**config.mk**
```make
export PLATFORM = sky130hd
export DESIGN_NAME = sc_main_decode
export DESIGN_NICKNAME = d
export VERILOG_FILES = /design/src/rtl/sc_dec_pkg.sv /design/src/rtl/sc_insn_class.sv /design/src/rtl/sc_alu_sel.sv /design/src/rtl/sc_ctl_table.sv /design/src/rtl/sc_main_decode.sv
export SDC_FILE = /design/constraint.sdc
export NUM_CORES = 1
export LEC_CHECK = 0
export ABC_AREA = 1
export BUFFER_PORTS_ARGS = -buffer_cell sky130_fd_sc_hd__buf_2
export CORE_AREA = 3 3 40 42
export DETAILED_ROUTE_END_ITERATION = 10
export DIE_AREA = 0 0 43 45
export PLACE_DENSITY = 0.48
export SYNTH_ARGS = -nofsm -noshare
export SYNTH_HDL_FRONTEND = slang
export SYNTH_SLANG_ARGS = --single-unit
```
**constraint.sdc**
```tcl
create_clock -name vclk -period 0.8
set_input_delay 0.08 -clock vclk [all_inputs]
set_output_delay 0.08 -clock vclk [all_outputs]
set_load 0.05 [all_outputs]
```
**src/rtl/sc_dec_pkg.sv**
```systemverilog
package sc_dec_pkg;
  localparam int OP_W  = 6;
  localparam int FN_W  = 6;
  localparam int ALU_W = 2;

  localparam logic [OP_W-1:0] OPC_REG  = 6'h00;
  localparam logic [OP_W-1:0] OPC_ORI  = 6'h0D;
  localparam logic [OP_W-1:0] OPC_LD   = 6'h23;
  localparam logic [OP_W-1:0] OPC_ST   = 6'h2B;
  localparam logic [OP_W-1:0] OPC_BEQ  = 6'h04;
  localparam logic [OP_W-1:0] OPC_JMP  = 6'h02;
  localparam logic [FN_W-1:0] FNC_ADD  = 6'h20;
  localparam logic [FN_W-1:0] FNC_SUB  = 6'h22;

  typedef enum logic [2:0] {
    CL_NONE, CL_ADD, CL_SUB, CL_ORI, CL_LD, CL_ST, CL_BEQ, CL_JMP
  } insn_cls_e;

  typedef enum logic [ALU_W-1:0] {
    ALU_ADD = 2'b00,
    ALU_SUB = 2'b01,
    ALU_OR  = 2'b10
  } alu_op_e;

  typedef struct packed {
    logic dst_from_rd;
    logic opb_imm;
    logic wb_from_mem;
    logic rf_we;
    logic dm_we;
    logic br_en;
    logic jmp_en;
    logic ext_signed;
  } ctl_t;

  // Register format needs both fields; all other formats use op alone.
  function automatic insn_cls_e classify(input logic [OP_W-1:0] op,
                                         input logic [FN_W-1:0] fn);
    insn_cls_e c;
    c = CL_NONE;
    unique case (op)
      OPC_REG: begin
        if (fn == FNC_ADD)      c = CL_ADD;
        else if (fn == FNC_SUB) c = CL_SUB;
        else                    c = CL_NONE;
      end
      OPC_ORI: c = CL_ORI;
      OPC_LD:  c = CL_LD;
      OPC_ST:  c = CL_ST;
      OPC_BEQ: c = CL_BEQ;
      OPC_JMP: c = CL_JMP;
      default: c = CL_NONE;
    endcase
    return c;
  endfunction

  function automatic alu_op_e alu_for(input insn_cls_e c);
    alu_op_e a;
    unique case (c)
      CL_SUB, CL_BEQ: a = ALU_SUB;
      CL_ORI:         a = ALU_OR;
      default:        a = ALU_ADD;
    endcase
    return a;
  endfunction
endpackage

```
**src/rtl/sc_insn_class.sv**
```systemverilog
module sc_insn_class
  import sc_dec_pkg::*;
(
  input  logic [OP_W-1:0] op_i,
  input  logic [FN_W-1:0] fn_i,
  output insn_cls_e       cls_o,
  output logic            known_o
);
  assign cls_o   = classify(op_i, fn_i);
  assign known_o = (cls_o != CL_NONE);
endmodule

```
**src/rtl/sc_alu_sel.sv**
```systemverilog
module sc_alu_sel
  import sc_dec_pkg::*;
(
  input  insn_cls_e        cls_i,
  output logic [ALU_W-1:0] alu_o
);
  assign alu_o = alu_for(cls_i);
endmodule

```
**src/rtl/sc_ctl_table.sv**
```systemverilog
module sc_ctl_table
  import sc_dec_pkg::*;
(
  input  insn_cls_e cls_i,
  output ctl_t      ctl_o
);
  always_comb begin
    ctl_o = '0;
    unique case (cls_i)
      CL_ADD, CL_SUB: begin
        ctl_o.dst_from_rd = 1'b1;
        ctl_o.rf_we       = 1'b1;
      end
      CL_ORI: begin
        ctl_o.opb_imm = 1'b1;
        ctl_o.rf_we   = 1'b1;
      end
      CL_LD: begin
        ctl_o.opb_imm     = 1'b1;
        ctl_o.ext_signed  = 1'b1;
        ctl_o.wb_from_mem = 1'b1;
        ctl_o.rf_we       = 1'b1;
      end
      CL_ST: begin
        ctl_o.opb_imm    = 1'b1;
        ctl_o.ext_signed = 1'b1;
        ctl_o.dm_we      = 1'b1;
      end
      CL_BEQ:  ctl_o.br_en  = 1'b1;
      CL_JMP:  ctl_o.jmp_en = 1'b1;
      default: ctl_o = '0;
    endcase
  end
endmodule

```
**src/rtl/sc_main_decode.sv**
```systemverilog
module sc_main_decode
  import sc_dec_pkg::*;
(
  input  logic [5:0] op_i,
  input  logic [5:0] fn_i,
  output logic       dst_from_rd,
  output logic       opb_imm,
  output logic       wb_from_mem,
  output logic       rf_we,
  output logic       dm_we,
  output logic       br_en,
  output logic       jmp_en,
  output logic       ext_signed,
  output logic [1:0] alu_op
);
  insn_cls_e        cls;
  logic             insn_known;
  ctl_t             ctl;
  logic [ALU_W-1:0] alu_sel;

  sc_insn_class u_class (.op_i(op_i), .fn_i(fn_i), .cls_o(cls), .known_o(insn_known));
  sc_alu_sel    u_alu   (.cls_i(cls), .alu_o(alu_sel));
  sc_ctl_table  u_table (.cls_i(cls), .ctl_o(ctl));

  assign dst_from_rd = ctl.dst_from_rd;
  assign opb_imm     = ctl.opb_imm;
  assign wb_from_mem = ctl.wb_from_mem;
  assign rf_we       = ctl.rf_we;
  assign dm_we       = ctl.dm_we;
  assign br_en       = ctl.br_en;
  assign jmp_en      = ctl.jmp_en;
  assign ext_signed  = ctl.ext_signed;
  assign alu_op      = alu_sel;

  always_comb begin
    AST_ONE_EFFECT: assert ($onehot0({rf_we, dm_we, br_en, jmp_en}));
    if (!insn_known)
      AST_UNKNOWN_QUIET: assert ({ctl, alu_sel} == '0);
    if (dm_we)
      AST_STORE_SHAPE: assert (!rf_we && opb_imm && ext_signed && alu_sel == ALU_ADD);
    if (br_en)
      AST_BRANCH_SUB: assert (alu_sel == ALU_SUB && !opb_imm);
    if (wb_from_mem)
      AST_LOAD_SHAPE: assert (rf_we && ext_signed && alu_sel == ALU_ADD);
  end
endmodule

```
==> Yosys cells after proc, flatten, opt, wreduce, memory -nomap -nowiden <==
Index checks and enable logic that the tools add are counted.
{ "word_totals": {"ff_bits": 0, "word_cells": 32} }
{ "op_classes": {"eq_ne": 14, "n_reduce_logical": 6, "n_mux": 12} }
{ "ops": {"columns": ["operator", "count"], "rows": [
  ["== test 6 bit, second input constant", 4],
  ["case mux 3 bit (6 select lines)", 1],
  ["== test 3 bit, second input constant", 4],
  ["two-way mux 1 bit", 8],
  ["== test 3 x 2 -> 1 bit, second input constant", 2],
  ["== test 6 x 2 -> 1 bit, second input constant", 1],
  ["== test 6 x 3 -> 1 bit, second input constant", 1],
  ["== test 6 x 4 -> 1 bit, second input constant", 1],
  ["zero test 6 bit", 1],
  ["OR reduction 2 bit", 3],
  ["case mux 2 bit (2 select lines)", 1],
  ["OR reduction 4 bit", 1],
  ["== test 3 x 1 -> 1 bit, second input constant", 1],
  ["two-way mux 3 bit", 1],
  ["OR reduction 3 bit", 1],
  ["two-way mux 2 bit", 1]
]} }

==> Depth between registers and ports, before layout <==
{ "depth": {"depth_word": 7, "ltp_mapped": 8, "ltp_nobuf": 8} }

==> Modules after synthesis <==
Synthesis repeated with hierarchy kept, for this count alone.
{ "hier_totals": {"hier_cells": 66, "hier_area_um2": 282.8} }
{ "by_module_without_submodules": {"columns": ["mod", "seq_area_each_um2", "instances", "cells_per_inst", "area_per_inst_um2"], "rows": [
  ["sc_insn_class", 0.0, 1, 43, 190.2],
  ["sc_ctl_table", 0.0, 1, 19, 75.1],
  ["sc_alu_sel", 0.0, 1, 4, 17.5]
]} }

==> Worst setup path before layout <==
OpenSTA, ideal clock, no wires.
{ "synth_timing": {"path_kind": "input-to-output", "startpoint": "input port op_i[5]", "endpoint": "output port alu_op[0]", "required_time_ns": 0.720, "path_slack_ns": -0.850, "arrival_time_ns": 1.570, "path_stages": 5, "path_buffers": 0, "cell_sequence": "nor2_4 > nand3_2 > nor3_1 > nor2_1 > nor3_1"} }
{ "synth_between": {"elab_chain_cells": 5} }
{ "synth_lines": {"columns": ["element", "line_no", "source"], "rows": [
  ["from (decl)", "sc_main_decode.sv:4", "input logic [5:0] op_i,"],
  ["== test 6 x 2 -> 1 bit (tied with other cells)", "sc_dec_pkg.sv:41", "unique case (op)"],
  ["case mux 3 bit (6 select lines) *", "sc_dec_pkg.sv:41", null],
  ["== test 3 x 2 -> 1 bit / == test 3 bit (equally long branches)", "sc_dec_pkg.sv:59", "unique case (c)"],
  ["OR reduction 2 bit", "sc_dec_pkg.sv:59", null],
  ["case mux 2 bit (2 select lines) *", "sc_dec_pkg.sv:59", null],
  ["to (decl)", "sc_main_decode.sv:14", "output logic [1:0] alu_op"]
]} }
Every way passes the cells marked *; elsewhere a longest branch is shown, timed or not.

==> Worst setup path after layout <==
Ends and elaborated chain as after synthesis.

==> metrics.md <==
| Metric | Value |
|---|---|
| Max_slew headroom | `around nine tenths` |
| Die Footprint | `between 1500 and 2000 um2` |
| Main combinational cell family by area after synthesis | `simple AND/OR/NAND/NOR gates` |
| Share of post-route cells with drive strength above 1 | `~80%` |
| Adder-Cell Fraction of Synth Area | `0%` |
| Util after Layout | `roughly 54%` |
| Post-synthesis cell count | `between 40 and 50` |
| Avg Inst Size Synth | `5.500 um2` |
| Largest net degree at the start of global routing | `5` |
| First-pass GRT wire length | `~1300 um` |
| Sequential area share after synthesis | `0%` |
| Die Ht | `between 40 and 50 um` |
| Cell Pwr Density | `between 300 and 400 nW/um2` |
| Max-cap violations | `0` |
| Number of synthesis warnings | `0` |
| Setup CP Type | `in -> out` |
| Mux share of post-synthesis cell area | `0%` |
| Global placement routability congestion | `0.7140` |
| Yosys top cell by area | `inv_1` |
| Final wirelength | `slightly below 800 um` |
| Crit share post-route | `147.1%` |
| I/O Pins | `22` |
| Initial antenna violation count | `0` |
| Area added between synthesis and finish | `163.0%` |
| Slack of the critical path | `-0.3770 ns` |
| Xor and xnor area share after synthesis | `0%` |
| Req. time, crit path | `between 0.7 and 0.8 ns` |
| Simple-gate share of the synthesized area | `82.94%` |
| CP endpoint | `alu_op[0]` |
| Final setup fails | `10` |
| Sequential cell area | `0 um2` |
| Synth Area in Compound Gates | `0%` |
| Synth Cell Area | `264.0 um2` |
| Crit path capture type | `primary output` |
| Achievable Freq | `around 0.85 GHz` |
| Post-synth net total | `60` |
| CP Max Fanout | `4` |
| N_diodes | `0` |
| Width of the die | `about 43 um` |
| Global router's overall resource usage | `between 7 and 8%` |
| Setup crit start kind | `input port` |
| Setup TNS | `-2.114 ns` |
| Top post-synthesis cells by area | `inv_1 14%, nand2_1 14%, nor2_2 12%` |
| Starting Density | `a little over 20%` |
| Worst EP arrival | `roughly 1.1 ns` |
| Post-DP HPWL | `approximately 650 um` |
| Hold Crit Class | `in -> out` |
| Routed WL per cell | `slightly above 8 um` |
| Detailed Route Iter0 Violations | `2` |
| Total number of vias | `just under 400` |
| Area share of the largest cell type after synthesis | `roughly 14%` |
| Seq_cells | `0` |
| Row count | `13` |
| Failing checks | `negative setup slack` |
| DR DRC count | `0` |
| Clock buffer cells | `0` |
| Peak VDD IR | `151.3 uV` |
| Hold Slack | `around 0.63 ns` |
| Detailed-route vias per instance | `4.063` |
| Worst Max-Slew Pin Slew | `0.1724 ns` |
| Port bufs | `22` |
| Final Max Tran Viols | `0` |
| Pre-CTS setup slack | `-0.5580 ns` |
| RSZ-0062 raised after global routing | `true` |
| Crit path launch | `op_i[5]` |
| Leakage | `about 0.39 nW` |
| Status | `finished, violations left` |
| Final Power | `around 0.26 mW` |
| Final Critical Period | `between 1 and 1.5 ns` |
| Congestion Overflow GR | `0` |
| Core Area | `1285 um2` |
| Number of global-route vias before repair | `approximately 330` |
| Commonest cells post-synth | `10 x inv_1, 10 x nand2_1, 7 x nor2_1` |
| Yosys cell types | `13` |
| DR pass1 iterations | `2` |
| Nets@finish | `95` |
| Post-DRT Antenna Nets | `0` |
| Final hold vios | `0` |
-- kinds of logic (layout without fill, tap and decap cells) --
logic type / Yosys count / after routing
and+or+nand+nor: 36 / 36
buffers and inverters: 12 / 45
-- worst max-delay path: stages --
cell and delay, ns:
buf_8 0.10, nor2_4 0.17, buf_6 0.13, nand3b_4 0.09, nand3_2 0.07, nor2_2 0.05
buf_4 0.13, nor3_4 0.11, buf_6 0.17
-- placed cells by master, fill, tap and decap left out --
| cell | n |
|---|---|
| buf_2 | 6 |
| buf_4 | 10 |
| buf_6 | 13 |
| buf_8 | 4 |
| clkinvlp_4 | 2 |
| inv_1 | 6 |
| inv_12 | 1 |
| inv_2 | 3 |
| nand2_1 | 7 |
| nand2_2 | 4 |
| nand3_2 | 7 |
| nand3b_4 | 1 |
| nor2_1 | 3 |
| nor2_2 | 5 |
| nor2_4 | 5 |
| nor3_2 | 1 |
| nor3_4 | 3 |
-- area by class of cell --
type	instances	area, um2
Fill cell	122	590.6
Inverter	12	65.06
Multi-Input combinational cell	36	299.0
Tap cell	15	18.77
Timing Repair Buffer	33	311.5
-- per-layer routing --
metal	routed length (um)	global-route usage (%)	up-vias
met1	318	10.29	164
met4	0	0	0
met5	0	0	-
li1	-	-	211
met2	405	14.97	15
met3	66	0	0
-- metrics by stage --
stage | instance area, um2 | instances
after floorplan | 309.0 | 48
after global placement | 490.5 | 92
after detailed placement | 490.5 | 92
after CTS | 654.4 | 95
after global routing | 694.4 | 96
final | 694.4 | 96
-- power breakdown --
part	switching (mW)	internal [mW]	leakage, nW
clock	0	0	0
sequential	0	0	0
combinational	0.144	0.117	0.394
total	0.144	0.117	0.394
-- timing repair --
| item | 4_1_cts | 5_1_grt |
|---|---|---|
| pin swaps | 7 | 4 |
| setup endpoints to repair | 10 | 10 |
| buffers inserted | 3 | 1 |
| resized for setup | 40 | 11 |
| hold buffers | 0 | 0 |
-- worst min path at each step --
stage / startpoint / to / slack [ns] / cells past startpoint
floorplan: op_i[2] / ext_signed / 0.40 / 3
global placement: op_i[4] / ext_signed / 0.70 / 5
detailed placement: op_i[4] / ext_signed / 0.70 / 5
CTS: op_i[4] / ext_signed / 0.62 / 5
global route: op_i[4] / dm_we / 0.66 / 6
finish: op_i[4] / dm_we / 0.63 / 6
Power figures use the tool's default switching activity.
